--- src/rtl/fes_pkg.sv ---
package fes_pkg;
   typedef enum logic [2:0] {
      PH_IDLE   = 3'd0,
      PH_WINDOW = 3'd1,
      PH_ERASE  = 3'd2,
      PH_SUSP   = 3'd3,
      PH_PROG   = 3'd4
   } phase_e;

   // status word bit positions decoded by the host-side polling logic
   localparam int BIT_POLL = 7;
   localparam int BIT_TOG  = 6;
   localparam int BIT_WIN  = 3;
   localparam int BIT_ALT  = 2;
endpackage

--- src/rtl/fes_timer.sv ---
module fes_timer #(
   parameter int CNT_W = 8
) (
   input  logic             clk,
   input  logic             rst_n,
   input  logic             load_i,
   input  logic [CNT_W-1:0] load_val_i,
   input  logic             dec_i,
   output logic [CNT_W-1:0] cnt_o,
   output logic             zero_o
);
   always_ff @(posedge clk or negedge rst_n) begin
      if (!rst_n)      cnt_o <= '0;
      else if (load_i) cnt_o <= load_val_i;
      else if (dec_i)  cnt_o <= cnt_o - 1'b1;
   end

   assign zero_o = (cnt_o == '0);

   // the phase logic never asks for a decrement past zero
   p_no_underflow_r4: assert property (@(posedge clk) disable iff (!rst_n)
      (dec_i && !load_i) |-> (cnt_o != '0));
endmodule

--- src/rtl/fes_sector_mask.sv ---
module fes_sector_mask #(
   parameter int NUM_SEC = 8,
   localparam int SEC_W = (NUM_SEC > 1) ? $clog2(NUM_SEC) : 1
) (
   input  logic               clk,
   input  logic               rst_n,
   input  logic               set_i,
   input  logic [SEC_W-1:0]   set_sec_i,
   input  logic               clr_i,
   output logic [NUM_SEC-1:0] mask_o
);
   for (genvar g = 0; g < NUM_SEC; g++) begin : g_bit
      always_ff @(posedge clk or negedge rst_n) begin
         if (!rst_n)                                   mask_o[g] <= 1'b0;
         else if (clr_i)                               mask_o[g] <= 1'b0;
         else if (set_i && (set_sec_i == SEC_W'(g)))   mask_o[g] <= 1'b1;
      end
   end

   // an accepted sector event lands in the mask by the next cycle
   p_set_lands_r3: assert property (@(posedge clk) disable iff (!rst_n)
      (set_i && !clr_i) |=> (mask_o[$past(set_sec_i)] == 1'b1));
endmodule

--- src/rtl/fes_status.sv ---
module fes_status
   import fes_pkg::*;
#(
   parameter int NUM_SEC = 8,
   parameter int DATA_W  = 8,
   localparam int SEC_W = (NUM_SEC > 1) ? $clog2(NUM_SEC) : 1
) (
   input  logic               clk,
   input  logic               rst_n,
   input  phase_e             phase_i,
   input  logic               rd_i,
   input  logic [SEC_W-1:0]   rd_sec_i,
   input  logic [NUM_SEC-1:0] mask_i,
   input  logic               win_closed_i,
   input  logic               prog_msb_i,
   input  logic [DATA_W-1:0]  array_i,
   output logic [DATA_W-1:0]  data_o
);
   logic tog6, tog2, sel, erase_run;

   assign sel       = mask_i[rd_sec_i];
   assign erase_run = (phase_i == PH_WINDOW) || (phase_i == PH_ERASE);

   always_ff @(posedge clk or negedge rst_n) begin
      if (!rst_n) begin
         tog6 <= 1'b0;
         tog2 <= 1'b0;
      end else if (rd_i) begin
         if (erase_run || phase_i == PH_PROG)           tog6 <= ~tog6;
         if (erase_run || (phase_i == PH_SUSP && sel))  tog2 <= ~tog2;
      end
   end

   always_comb begin
      data_o = array_i;
      unique case (phase_i)
         PH_WINDOW, PH_ERASE: begin
            data_o           = '0;
            data_o[BIT_TOG]  = tog6;
            data_o[BIT_WIN]  = win_closed_i;
            data_o[BIT_ALT]  = tog2;
         end
         PH_SUSP: begin
            if (sel) begin
               data_o          = '0;
               data_o[BIT_TOG] = tog6;
               data_o[BIT_ALT] = tog2;
            end
         end
         PH_PROG: begin
            data_o           = '0;
            data_o[BIT_POLL] = ~prog_msb_i;
            data_o[BIT_TOG]  = tog6;
         end
         default: data_o = array_i;
      endcase
   end

   // the bit-6 toggle holds still for as long as the erase is suspended
   p_tog_frozen_r6: assert property (@(posedge clk) disable iff (!rst_n)
      (phase_i == PH_SUSP) |=> (phase_i != PH_SUSP || tog6 == $past(tog6)));

   // no toggling while idle
   p_idle_quiet_r9: assert property (@(posedge clk) disable iff (!rst_n)
      (phase_i == PH_IDLE) |=> ($stable(tog6) && $stable(tog2)));
endmodule

--- src/rtl/flash_erase_status.sv ---
module flash_erase_status
   import fes_pkg::*;
#(
   parameter int NUM_SEC   = 8,
   parameter int DATA_W    = 8,
   parameter int WIN_CYC   = 16,
   parameter int ERASE_CYC = 64,
   parameter int PROG_CYC  = 8,
   localparam int SEC_W = (NUM_SEC > 1) ? $clog2(NUM_SEC) : 1
) (
   input  logic               clk,
   input  logic               rst_n,
   input  logic               sec_erase_i,
   input  logic [SEC_W-1:0]   erase_sec_i,
   input  logic               prog_start_i,
   input  logic [DATA_W-1:0]  prog_data_i,
   input  logic               suspend_i,
   input  logic               resume_i,
   input  logic               rd_i,
   input  logic [SEC_W-1:0]   rd_sec_i,
   input  logic [DATA_W-1:0]  array_data_i,
   output logic [DATA_W-1:0]  rd_data_o,
   output logic               busy_o,
   output logic               fill_valid_o,
   output logic [NUM_SEC-1:0] fill_mask_o
);
   localparam int MAX_AB = (WIN_CYC > ERASE_CYC) ? WIN_CYC : ERASE_CYC;
   localparam int MAX_C  = (MAX_AB > PROG_CYC) ? MAX_AB : PROG_CYC;
   localparam int CNT_W  = $clog2(MAX_C + 1);

   if (NUM_SEC < 2)   begin : g_chk_sec  $error("NUM_SEC must be at least 2");   end
   if (DATA_W < 8)    begin : g_chk_dw   $error("DATA_W must be at least 8");    end
   if (WIN_CYC < 1)   begin : g_chk_win  $error("WIN_CYC must be positive");     end
   if (ERASE_CYC < 1) begin : g_chk_er   $error("ERASE_CYC must be positive");   end
   if (PROG_CYC < 1)  begin : g_chk_pr   $error("PROG_CYC must be positive");    end

   phase_e             phase, phase_nx;
   logic               win_closed, win_closed_nx;
   logic               prog_msb;
   logic               t_load, t_dec, t_zero;
   logic [CNT_W-1:0]   t_val, t_cnt;
   logic               m_set, m_clr;
   logic [NUM_SEC-1:0] mask;

   always_comb begin
      phase_nx      = phase;
      win_closed_nx = win_closed;
      t_load        = 1'b0;
      t_val         = '0;
      t_dec         = 1'b0;
      m_set         = 1'b0;
      m_clr         = 1'b0;
      unique case (phase)
         PH_IDLE: begin
            if (sec_erase_i) begin
               phase_nx      = PH_WINDOW;
               win_closed_nx = 1'b0;
               t_load        = 1'b1;
               t_val         = CNT_W'(WIN_CYC - 1);
               m_set         = 1'b1;
            end else if (prog_start_i) begin
               phase_nx = PH_PROG;
               t_load   = 1'b1;
               t_val    = CNT_W'(PROG_CYC - 1);
            end
         end
         PH_WINDOW: begin
            if (suspend_i) begin
               phase_nx = PH_SUSP;
            end else begin
               m_set = sec_erase_i;
               if (t_zero) begin
                  phase_nx      = PH_ERASE;
                  win_closed_nx = 1'b1;
                  t_load        = 1'b1;
                  t_val         = CNT_W'(ERASE_CYC - 1);
               end else begin
                  t_dec = 1'b1;
               end
            end
         end
         PH_ERASE: begin
            if (suspend_i) begin
               phase_nx = PH_SUSP;
            end else if (t_zero) begin
               phase_nx = PH_IDLE;
               m_clr    = 1'b1;
            end else begin
               t_dec = 1'b1;
            end
         end
         PH_SUSP: begin
            if (resume_i) begin
               phase_nx = PH_ERASE;
               if (!win_closed) begin
                  win_closed_nx = 1'b1;
                  t_load        = 1'b1;
                  t_val         = CNT_W'(ERASE_CYC - 1);
               end
            end
         end
         PH_PROG: begin
            if (t_zero) phase_nx = PH_IDLE;
            else        t_dec    = 1'b1;
         end
         default: phase_nx = PH_IDLE;
      endcase
   end

   always_ff @(posedge clk or negedge rst_n) begin
      if (!rst_n) begin
         phase        <= PH_IDLE;
         win_closed   <= 1'b0;
         prog_msb     <= 1'b0;
         fill_valid_o <= 1'b0;
         fill_mask_o  <= '0;
      end else begin
         phase        <= phase_nx;
         win_closed   <= win_closed_nx;
         fill_valid_o <= m_clr;
         if (m_clr) fill_mask_o <= mask;
         if (phase == PH_IDLE && !sec_erase_i && prog_start_i)
            prog_msb <= prog_data_i[DATA_W-1];
      end
   end

   assign busy_o = (phase != PH_IDLE);

   fes_timer #(.CNT_W(CNT_W)) i_timer (
      .clk(clk), .rst_n(rst_n), .load_i(t_load), .load_val_i(t_val),
      .dec_i(t_dec), .cnt_o(t_cnt), .zero_o(t_zero)
   );

   fes_sector_mask #(.NUM_SEC(NUM_SEC)) i_mask (
      .clk(clk), .rst_n(rst_n), .set_i(m_set), .set_sec_i(erase_sec_i),
      .clr_i(m_clr), .mask_o(mask)
   );

   fes_status #(.NUM_SEC(NUM_SEC), .DATA_W(DATA_W)) i_status (
      .clk(clk), .rst_n(rst_n), .phase_i(phase), .rd_i(rd_i),
      .rd_sec_i(rd_sec_i), .mask_i(mask), .win_closed_i(win_closed),
      .prog_msb_i(prog_msb), .array_i(array_data_i), .data_o(rd_data_o)
   );

   // completion strobe lasts one cycle
   p_fill_single_r4: assert property (@(posedge clk) disable iff (!rst_n)
      fill_valid_o |=> !fill_valid_o);

   // once the window has closed, the mask only changes by completion
   p_mask_frozen_r3: assert property (@(posedge clk) disable iff (!rst_n)
      (phase == PH_ERASE || phase == PH_SUSP) |=> ($stable(mask) || fill_valid_o));

   // the timer does not move while suspended
   p_timer_hold_r6: assert property (@(posedge clk) disable iff (!rst_n)
      (phase == PH_SUSP && !resume_i) |=> $stable(t_cnt));

   // the suspended phase is only entered on a suspend event
   p_susp_entry_r10: assert property (@(posedge clk) disable iff (!rst_n)
      (phase != PH_SUSP && !suspend_i) |=> (phase != PH_SUSP));
endmodule

--- config.mk ---
export PLATFORM = sky130hd
export DESIGN_NAME = flash_erase_status
export DESIGN_NICKNAME = d
export VERILOG_FILES = /design/src/rtl/fes_pkg.sv /design/src/rtl/fes_timer.sv /design/src/rtl/fes_sector_mask.sv /design/src/rtl/fes_status.sv /design/src/rtl/flash_erase_status.sv
export SDC_FILE = /design/constraint.sdc
export NUM_CORES = 1
export LEC_CHECK = 0
export CORE_MARGIN = 4
export CORE_UTILIZATION = 45
export DETAILED_ROUTE_END_ITERATION = 12
export GPL_TIMING_DRIVEN = 0
export PLACE_DENSITY = 0.75
export SYNTH_ARGS = -nofsm -noshare
export SYNTH_HDL_FRONTEND = slang
export SYNTH_SLANG_ARGS = --single-unit
--- constraint.sdc ---
create_clock -name clk -period 3.3 [get_ports clk]
set_input_delay 0.99 -clock clk [delete_from_list [all_inputs] [get_ports clk]]
set_output_delay 0.99 -clock clk [all_outputs]
set_load 0.05 [all_outputs]
==> results of run 1 <==
## worst max-delay path: stages
cell and delay (ns):
buf_12 0.11, mux2_4 0.20, nor3b_4 0.05, nor4_4 0.47, o21ai_2 0.16, a221oi_4 0.29
buf_6 0.19
## cell families after synthesis
family | count (synthesis) | synth area share (%)
simple gates | 70 | 22.3
compound gates | 42 | 16.2
flops | 31 | 44.6
buf+inv | 14 | 4.25
mux | 14 | 8.86
xor+xnor | 6 | 3.02
fa+ha+maj | 1 | 0.720
## final cells by class
cell class / instances / area (µm²)
clock buffer: 6 / 82.6
inverter: 6 / 22.5
multi-input combinational: 133 / 1000
clock inverter: 1 / 5.00
fill: 279 / 1290
buffer: 8 / 51.3
tap: 48 / 60.1
timing repair buffer: 40 / 397
sequential: 31 / 776
## worst max path at each step
| stage | startpoint | end | slack [ns] | depth (start not counted) |
|---|---|---|---|---|
| 2_1_floorplan | rd_sec_i[0] | rd_data_o[2] | -0.05 | 5 |
| 3_3_place_gp | rd_sec_i[0] | rd_data_o[2] | -1.33 | 7 |
| 3_5_place_dp | rd_sec_i[0] | rd_data_o[2] | -1.37 | 7 |
| 4_1_cts | rd_sec_i[0] | rd_data_o[2] | -0.20 | 7 |
| 5_1_grt | rd_sec_i[0] | rd_data_o[6] | -0.26 | 7 |
| 6_report | rd_sec_i[0] | rd_data_o[6] | -0.16 | 7 |
## metal layers
metal,up-vias,routed length [µm]
li1,732,-
met1,726,1870
met2,37,2100
met3,8,197
met4,0,83
met5,-,0
## stage by stage
stage	cell area [µm²]	worst slack (ns)	setup TNS [ns]	total power, µW
2_1_floorplan	1820	-0.0521	-0.0731	1570
3_3_place_gp	2270	-1.33	-9.72	1880
3_5_place_dp	2270	-1.37	-10.14	1920
4_1_cts	2400	-0.201	-0.832	2270
5_1_grt	2400	-0.256	-1.53	2420
6_report	2400	-0.156	-0.643	2260
## registers in the layout, indices dropped and copies added, names as in the netlist
register / flops
win_closed: 1
fill_valid_o: 1
prog_msb: 1
i_timer.cnt_o: 7
i_status.tog6: 1
phase: 3
fill_mask_o: 8
i_status.tog2: 1
i_mask.mask_o: 8
## cell usage after synthesis (2+ instances only)
cell,number
xor2_1,3
and3_1,3
nand2_1,9
nand3b_1,2
dfrtp_1,31
mux2i_1,3
nand3_1,4
o211ai_1,3
nor2_1,19
a211oi_1,3
inv_1,6
nand2b_1,4
nor2b_1,4
a311oi_1,2
a221oi_1,2
nor3b_1,4
a31oi_1,3
nor4_2,2
clkbuf_1,2
mux2_2,10
xnor2_1,3
a21oi_1,11
buf_2,2
and2_1,5
o21ai_0,6
a22o_1,2
nor3_1,5
buf_6,2
nor4b_1,2
## power by group through the flow
| stage | Combinational [µW] | Clock, µW | Sequential (µW) |
|---|---|---|---|
| 6_report | 1290 | 302 | 666 |
| 5_1_grt | 1400 | 324 | 692 |
| 4_1_cts | 1300 | 307 | 666 |
| 3_5_place_dp | 1250 | 0 | 668 |
| 3_3_place_gp | 1220 | 0 | 660 |
| 2_1_floorplan | 842 | 0 | 729 |
## what timing repair did
action,4_1_cts,5_1_grt
endpoints found under the setup margin,8,8
resized for setup,75,0
buffers inserted,1,0
pin swaps,10,6
==> results_tabular.tex, run 1 <==
\begin{tabular}{lr}
\hline
Metric & Value \\
\hline
\multicolumn{2}{l}{\textbf{Place}} \\
\quad Placed instance count & 265 \\
\quad Half-perimeter wire length after detailed placement & 3.09 mm \\
\quad Count of buffers inserted at the top-level ports & 39 \\
\quad Final GP Congestion & 0.826 \\
\multicolumn{2}{l}{\textbf{STA}} \\
\quad Fin. Hold Viols & 0 \\
\quad Max-slew violations & 0 \\
\quad Worst hold slack across all endpoints & 0.493 ns \\
\quad Min setup slack post-route & -0.156 ns \\
\quad Setup Skew & 0.00706 ns \\
\quad Tmin final & 3.46 ns \\
\quad Slew @ Worst Pin & 0.683 ns \\
\quad Setup repair after global routing missed its margin & yes \\
\quad Relative slew margins & 54.5\% \\
\quad Max Fclk & 0.289 GHz \\
\quad Final critical-path share of the clock period & 105\% \\
\quad Final setup fails & 7 \\
\multicolumn{2}{l}{\textbf{Setup path}} \\
\quad Kind of start point of the critical path & primary input \\
\quad Largest driver fanout on the critical path & 6 \\
\quad Capturing element type of the critical path & primary output \\
\quad Reg-to-Reg End & fill\_mask\_o[3]\$\_DFFE\_PN0P\_ \\
\quad Reg2reg setup slack & 1.00 ns \\
\quad Critical setup path kind & in -> out \\
\quad Depth of the most critical reg-to-reg path & 8 \\
\quad Required time of the critical path & 2.31 ns \\
\quad CP arrival & 2.47 ns \\
\quad Worst reg2reg path startpoint & i\_timer.cnt\_o[0]\$\_DFFE\_PN0P\_ \\
\multicolumn{2}{l}{\textbf{Final layout}} \\
\quad Leading cell type in the layout, fill and taps excluded & dfrtp\_1 \\
\quad Net count, final & 255 \\
\quad Post-Layout Cell Count & 273 \\
\quad Layout cell share with drive strength beyond 1 & 22.2\% \\
\quad Syn-to-layout area delta & 38.0\% \\
\quad Commonest non-fill, non-tap cells in the layout & 31 x dfrtp\_1, 27 x clkdlybuf4s50\_1, 19 x nor2\_1 \\
\quad Final cell utilization of the core & 65.0\% \\
\quad Number of antenna repair diodes & 0 \\
\multicolumn{2}{l}{\textbf{Drt}} \\
\quad Number of DRC markers in iteration 0 & 51 \\
\quad Number of nets with antenna violations after detailed routing & 0 \\
\quad Mean routed wirelength per cell & 15.6 µm \\
\quad Post-detailed-route via-to-cell ratio & 5.51 \\
\quad DR DRC count & 0 \\
\quad Final wirelength & 4.25 mm \\
\quad First-pass iteration count of the detailed router & 4 \\
\quad Vias after detailed routing & 1,503 \\
\multicolumn{2}{l}{\textbf{Logic synthesis}} \\
\quad Warning count from the yosys run & 0 \\
\quad Synth cell types & 50 \\
\quad Count of flip-flops with a built-in enable after synthesis & 0 \\
\quad Average cell area after synthesis & 9.76 µm² \\
\quad Biggest area consumer among synthesized cells & dfrtp\_1 \\
\quad Register area share after synthesis & 44.6\% \\
\quad Area fraction of the dominant cell type after synthesis & 44.6\% \\
\quad Netlist Area Pre-Place & 0.00174 mm² \\
\quad Commonest register cell after synthesis & dfrtp\_1 \\
\quad Cell types with the largest area share after synthesis & dfrtp\_1 45\%, mux2\_2 6.5\%, nor2\_1 4.1\%, a21oi\_1 3.2\%, nand2\_1 1.9\% \\
\quad Flip-flop and latch count after synthesis & 31 \\
\quad Gate count of the mapped netlist & 178 \\
\quad Syn\_nets & 208 \\
\quad Async set-or-reset flop fraction in the synthesized netlist & 100\% \\
\multicolumn{2}{l}{\textbf{Global routing}} \\
\quad Via count of the first global-routing pass & 1,588 \\
\quad Maximum number of pins on one net before global-route repair & 32 \\
\quad GR Util met2 & 32.5\% \\
\quad Most congested layer reported by global routing & met2 \\
\quad Met1 usage in global routing & 22.3\% \\
\quad Number of antenna violations at the first check in global routing & 0 \\
\quad Total global-route track usage & 19.2\% \\
\quad Global-route wire length before repair & 7.49 mm \\
\quad Met3 track demand over resource & 6.19\% \\
\quad Overflow after GRT & 0 \\
\multicolumn{2}{l}{\textbf{Power}} \\
\quad Clock power share & 13.4\% \\
\quad Net switching power figure & 1030 µW \\
\quad Leakage & 0.00102 µW \\
\quad Logic pwr share & 57.1\% \\
\quad Sequential power share & 29.5\% \\
\quad Power per cell area & 941 mW/mm² \\
\quad Maximum ir drop on the vdd rail & 0.362 mV \\
\quad Internal Dissipation & 1230 µW \\
\quad Sw Share & 45.6\% \\
\multicolumn{2}{l}{\textbf{CTS}} \\
\quad TritonCTS clock tree & yes \\
\quad CTS buffer count & 5 \\
\quad Clock-pin slew reported for the worst setup and hold paths after clock tree synthesis & 0.07 ns \\
\quad Root Buffer & clkbuf\_8 \\
\quad \# hold bufs at CTS & 0 \\
\quad H-tree lvl count & 2 \\
\quad Longest Clk Path Bufs & 2 \\
\quad Insertion delay of the later-clocked pin in the worst-skew pair & 0.29 ns \\
\quad Clock Sink Count & 31 \\
\multicolumn{2}{l}{\textbf{Outcome}} \\
\quad Violated checks & negative setup slack \\
\quad Status & finished, violations left \\
\multicolumn{2}{l}{\textbf{Die}} \\
\quad Core Region & 0.00369 mm² \\
\quad Row cnt & 22 \\
\quad Vert. Die Dim & 70.1 µm \\
\quad Io pins & 47 \\
\quad Full die area & 0.00492 mm² \\
\quad Effective utilization at floorplan & 47.1\% \\
\quad Die span in x & 70.1 µm \\
\multicolumn{2}{l}{\textbf{Job}} \\
\quad Max Cap Viol & 0 \\
\multicolumn{2}{l}{\textbf{Hold path}} \\
\quad Cell count of the worst hold path & 1 \\
\quad Hold WC Path Type & reg -> reg \\
\quad End point of the worst hold path & fill\_mask\_o[3]\$\_DFFE\_PN0P\_ \\
\quad Min-delay src & fill\_mask\_o[3]\$\_DFFE\_PN0P\_ \\
\hline
\end{tabular}
No activity file was read; power rests on OpenSTA's default activity.
==> inputs of run 2 (changes only) <==
--- a/config.mk
+++ b/config.mk
@@ -13,3 +13,4 @@
 export SYNTH_ARGS = -nofsm -noshare
 export SYNTH_HDL_FRONTEND = slang
 export SYNTH_SLANG_ARGS = --single-unit
+export TNS_END_PERCENT = 20
==> results_tabular.tex, run 2 (synthesized netlist as in run 1, its figures left out) <==
\begin{tabular}{lr}
\hline
Metric & Value \\
\hline
\multicolumn{2}{l}{\textbf{Hold path}} \\
\quad Cell count of the worst hold path & 1 (unchanged) \\
\quad End point of the worst hold path & fill\_mask\_o[3]\$\_DFFE\_PN0P\_ \\
\quad Min-delay src & fill\_mask\_o[3]\$\_DFFE\_PN0P\_ \\
\quad Hold WC Path Type & reg -> reg \\
\multicolumn{2}{l}{\textbf{STA}} \\
\quad Worst hold slack across all endpoints & 0.494 ns (+0.00116 ns) \\
\quad Final critical-path share of the clock period & 104\% (-0.32 points) \\
\quad Max Fclk & 0.290 GHz (+0.31\%) \\
\quad Slew @ Worst Pin & 0.699 ns (+0.0160 ns) \\
\quad Fin. Hold Viols & 0 (unchanged) \\
\quad Min setup slack post-route & -0.146 ns (+0.0106 ns) \\
\quad Setup total negative slack & -0.890 ns (-0.246 ns) \\
\quad Setup Skew & 0.00821 ns (+0.00114 ns) \\
\quad Tmin final & 3.45 ns (-0.0106 ns) \\
\quad Final setup fails & 8 (+1) \\
\quad Relative slew margins & 53.4\% (-1.1 points) \\
\quad Setup repair after global routing missed its margin & yes \\
\quad Max-slew violations & 0 (unchanged) \\
\multicolumn{2}{l}{\textbf{Drt}} \\
\quad Final wirelength & 4.31 mm (+1.5\%) \\
\quad Post-detailed-route via-to-cell ratio & 5.56 (+0.93\%) \\
\quad Mean routed wirelength per cell & 15.8 µm (+1.5\%) \\
\quad DR DRC count & 0 (unchanged) \\
\quad Number of DRC markers in iteration 0 & 52 (+2.0\%) \\
\quad Number of nets with antenna violations after detailed routing & 0 (unchanged) \\
\quad Vias after detailed routing & 1,517 (+0.93\%) \\
\quad First-pass iteration count of the detailed router & 4 (unchanged) \\
\multicolumn{2}{l}{\textbf{Setup path}} \\
\quad Cell class contributing the biggest share of worst-path delay & simple AND/OR/NAND/NOR gates \\
\quad Critical setup path kind & in -> out \\
\quad CP arrival & 2.46 ns (about the same) \\
\quad Depth of the most critical reg-to-reg path & 8 (unchanged) \\
\quad Worst Path Buf+Inv & 2 (unchanged) \\
\quad Series of cell instances along the critical path & buf\_12 -> mux2\_4 -> nor3b\_4 -> nor4\_4 -> o21ai\_2 -> a221oi\_4 -> buf\_6 \\
\quad Required time of the critical path & 2.31 ns (about the same) \\
\quad Slowest cell on the critical path & nor4\_4 \\
\quad Largest incremental delay on the critical path & 0.47 ns (about the same) \\
\quad Kind of start point of the critical path & primary input \\
\quad Reg-to-Reg End & fill\_mask\_o[3]\$\_DFFE\_PN0P\_ \\
\quad Capturing element type of the critical path & primary output \\
\quad Worst reg2reg path startpoint & i\_timer.cnt\_o[0]\$\_DFFE\_PN0P\_ \\
\quad Largest driver fanout on the critical path & 6 (unchanged) \\
\quad Reg2reg setup slack & 0.99 ns (about the same) \\
\multicolumn{2}{l}{\textbf{CTS}} \\
\quad \# hold bufs at CTS & 0 (unchanged) \\
\quad Longest Clk Path Bufs & 2 (unchanged) \\
\quad Insertion delay of the later-clocked pin in the worst-skew pair & 0.29 ns (about the same) \\
\quad CTS buffer count & 5 (unchanged) \\
\quad H-tree lvl count & 2 (unchanged) \\
\quad Clock-pin slew reported for the worst setup and hold paths after clock tree synthesis & 0.07 ns (about the same) \\
\quad Root Buffer & clkbuf\_8 \\
\quad TritonCTS clock tree & yes \\
\quad Clock Sink Count & 31 (unchanged) \\
\multicolumn{2}{l}{\textbf{Final layout}} \\
\quad Total non-filler cell area in the finished layout & 0.00236 mm² (-1.5\%) \\
\quad Number of antenna repair diodes & 0 (unchanged) \\
\quad Largest registers & fill\_mask\_o x8, i\_mask.mask\_o x8, i\_timer.cnt\_o x7 \\
\quad Syn-to-layout area delta & 36.0\% \\
\quad Net count, final & 255 (unchanged) \\
\quad Leading cell type in the layout, fill and taps excluded & dfrtp\_1 \\
\quad Commonest non-fill, non-tap cells in the layout & 31 x dfrtp\_1, 27 x clkdlybuf4s50\_1, 19 x nor2\_1 \\
\quad Layout cell share with drive strength beyond 1 & 21.8\% (-0.44 points) \\
\quad Fill cells & 284 (+1.8\%) \\
\multicolumn{2}{l}{\textbf{Die}} \\
\quad Die span in x & 70.1 µm (unchanged) \\
\quad Full die area & 0.00492 mm² (unchanged) \\
\quad Core Region & 0.00369 mm² (unchanged) \\
\quad Io pins & 47 (unchanged) \\
\quad Vert. Die Dim & 70.1 µm (unchanged) \\
\quad Row cnt & 22 (unchanged) \\
\quad Effective utilization at floorplan & 47.1\% (unchanged) \\
\multicolumn{2}{l}{\textbf{Place}} \\
\quad Final GP Congestion & 0.826 (unchanged) \\
\quad Half-perimeter wire length after detailed placement & 3.09 mm (unchanged) \\
\quad Count of buffers inserted at the top-level ports & 39 (unchanged) \\
\quad Pre-CTS setup slack & -1.37 ns (unchanged) \\
\quad Total cell area at the placement stage & 0.00227 mm² (unchanged) \\
\multicolumn{2}{l}{\textbf{Global routing}} \\
\quad Via count of the first global-routing pass & 1,601 (+0.82\%) \\
\quad Global-route wire length before repair & 7.50 mm (about the same) \\
\quad Total global-route track usage & 19.2\% (unchanged) \\
\quad Overflow after GRT & 0 (unchanged) \\
\quad Number of antenna violations at the first check in global routing & 0 (unchanged) \\
\quad Maximum number of pins on one net before global-route repair & 32 (unchanged) \\
\multicolumn{2}{l}{\textbf{Outcome}} \\
\quad Status & finished, violations left \\
\quad Violated checks & negative setup slack \\
\multicolumn{2}{l}{\textbf{Power}} \\
\quad Power per cell area & 937 mW/mm² (-0.40\%) \\
\quad Leakage & 0.00102 µW (-0.74\%) \\
\quad Maximum ir drop on the vdd rail & 0.359 mV (-0.71\%) \\
\multicolumn{2}{l}{\textbf{Job}} \\
\quad Max Cap Viol & 0 (unchanged) \\
\hline
\end{tabular}
run 2: cell counts in the layout (fill, tap and decap cells not counted):
Identical to the previous run, type by type.
run 2: stage by stage:
stage	utilization, %	std cells	power, µW
6_report	64.1	273	2210
5_1_grt	64.1	273	2380
4_1_cts	63.7	272	2230
3_5_place_dp	61.6	265	1920
3_3_place_gp	61.6	265	1880
2_1_floorplan	-	178	1570
run 2: cell type report:
class | instances | area (µm²) | share of cell area (%)
multi-input combinational | 133 | 998 | 42.2
timing repair buffer | 40 | 368 | 15.6
inverter | 6 | 22.5 | 0.953
buffer | 8 | 51.3 | 2.17
tap | 48 | 60.1 | 2.54
clock buffer | 6 | 82.6 | 3.49
sequential | 31 | 776 | 32.8
clock inverter | 1 | 5.00 | 0.212
run 2: worst max path at each step:
stage	start	to	slack, ns	cells after the start
2_1_floorplan	rd_sec_i[0]	rd_data_o[2]	-0.05	5
3_3_place_gp	rd_sec_i[0]	rd_data_o[2]	-1.33	7
3_5_place_dp	rd_sec_i[0]	rd_data_o[2]	-1.37	7
4_1_cts	rd_sec_i[0]	rd_data_o[2]	-0.21	7
5_1_grt	rd_sec_i[0]	rd_data_o[2]	-0.25	7
6_report	rd_sec_i[0]	rd_data_o[6]	-0.15	7
run 2: what timing repair did:
item | 4_1_cts | 5_1_grt
endpoints found under the setup margin | 8 | 8
gates cloned | 0 | 0
pin swaps | 6 | 5
gates resized for setup | 62 | 3
buffers inserted | 0 | 1
run 2: routing by layer:
metal | up-vias | track usage (%) | routed length, µm
met5 | - | 0 | 0
met4 | 0 | 9.36 | 104
met3 | 10 | 6.76 | 233
met2 | 45 | 31.7 | 2070
met1 | 729 | 21.9 | 1900
li1 | 733 | - | -
run 2: power breakdown:
part           leakage [µW]  switching (µW)  internal, µW
sequential         0.000383             132           532
combinational      0.000585             750           498
clock             0.0000470             138           163
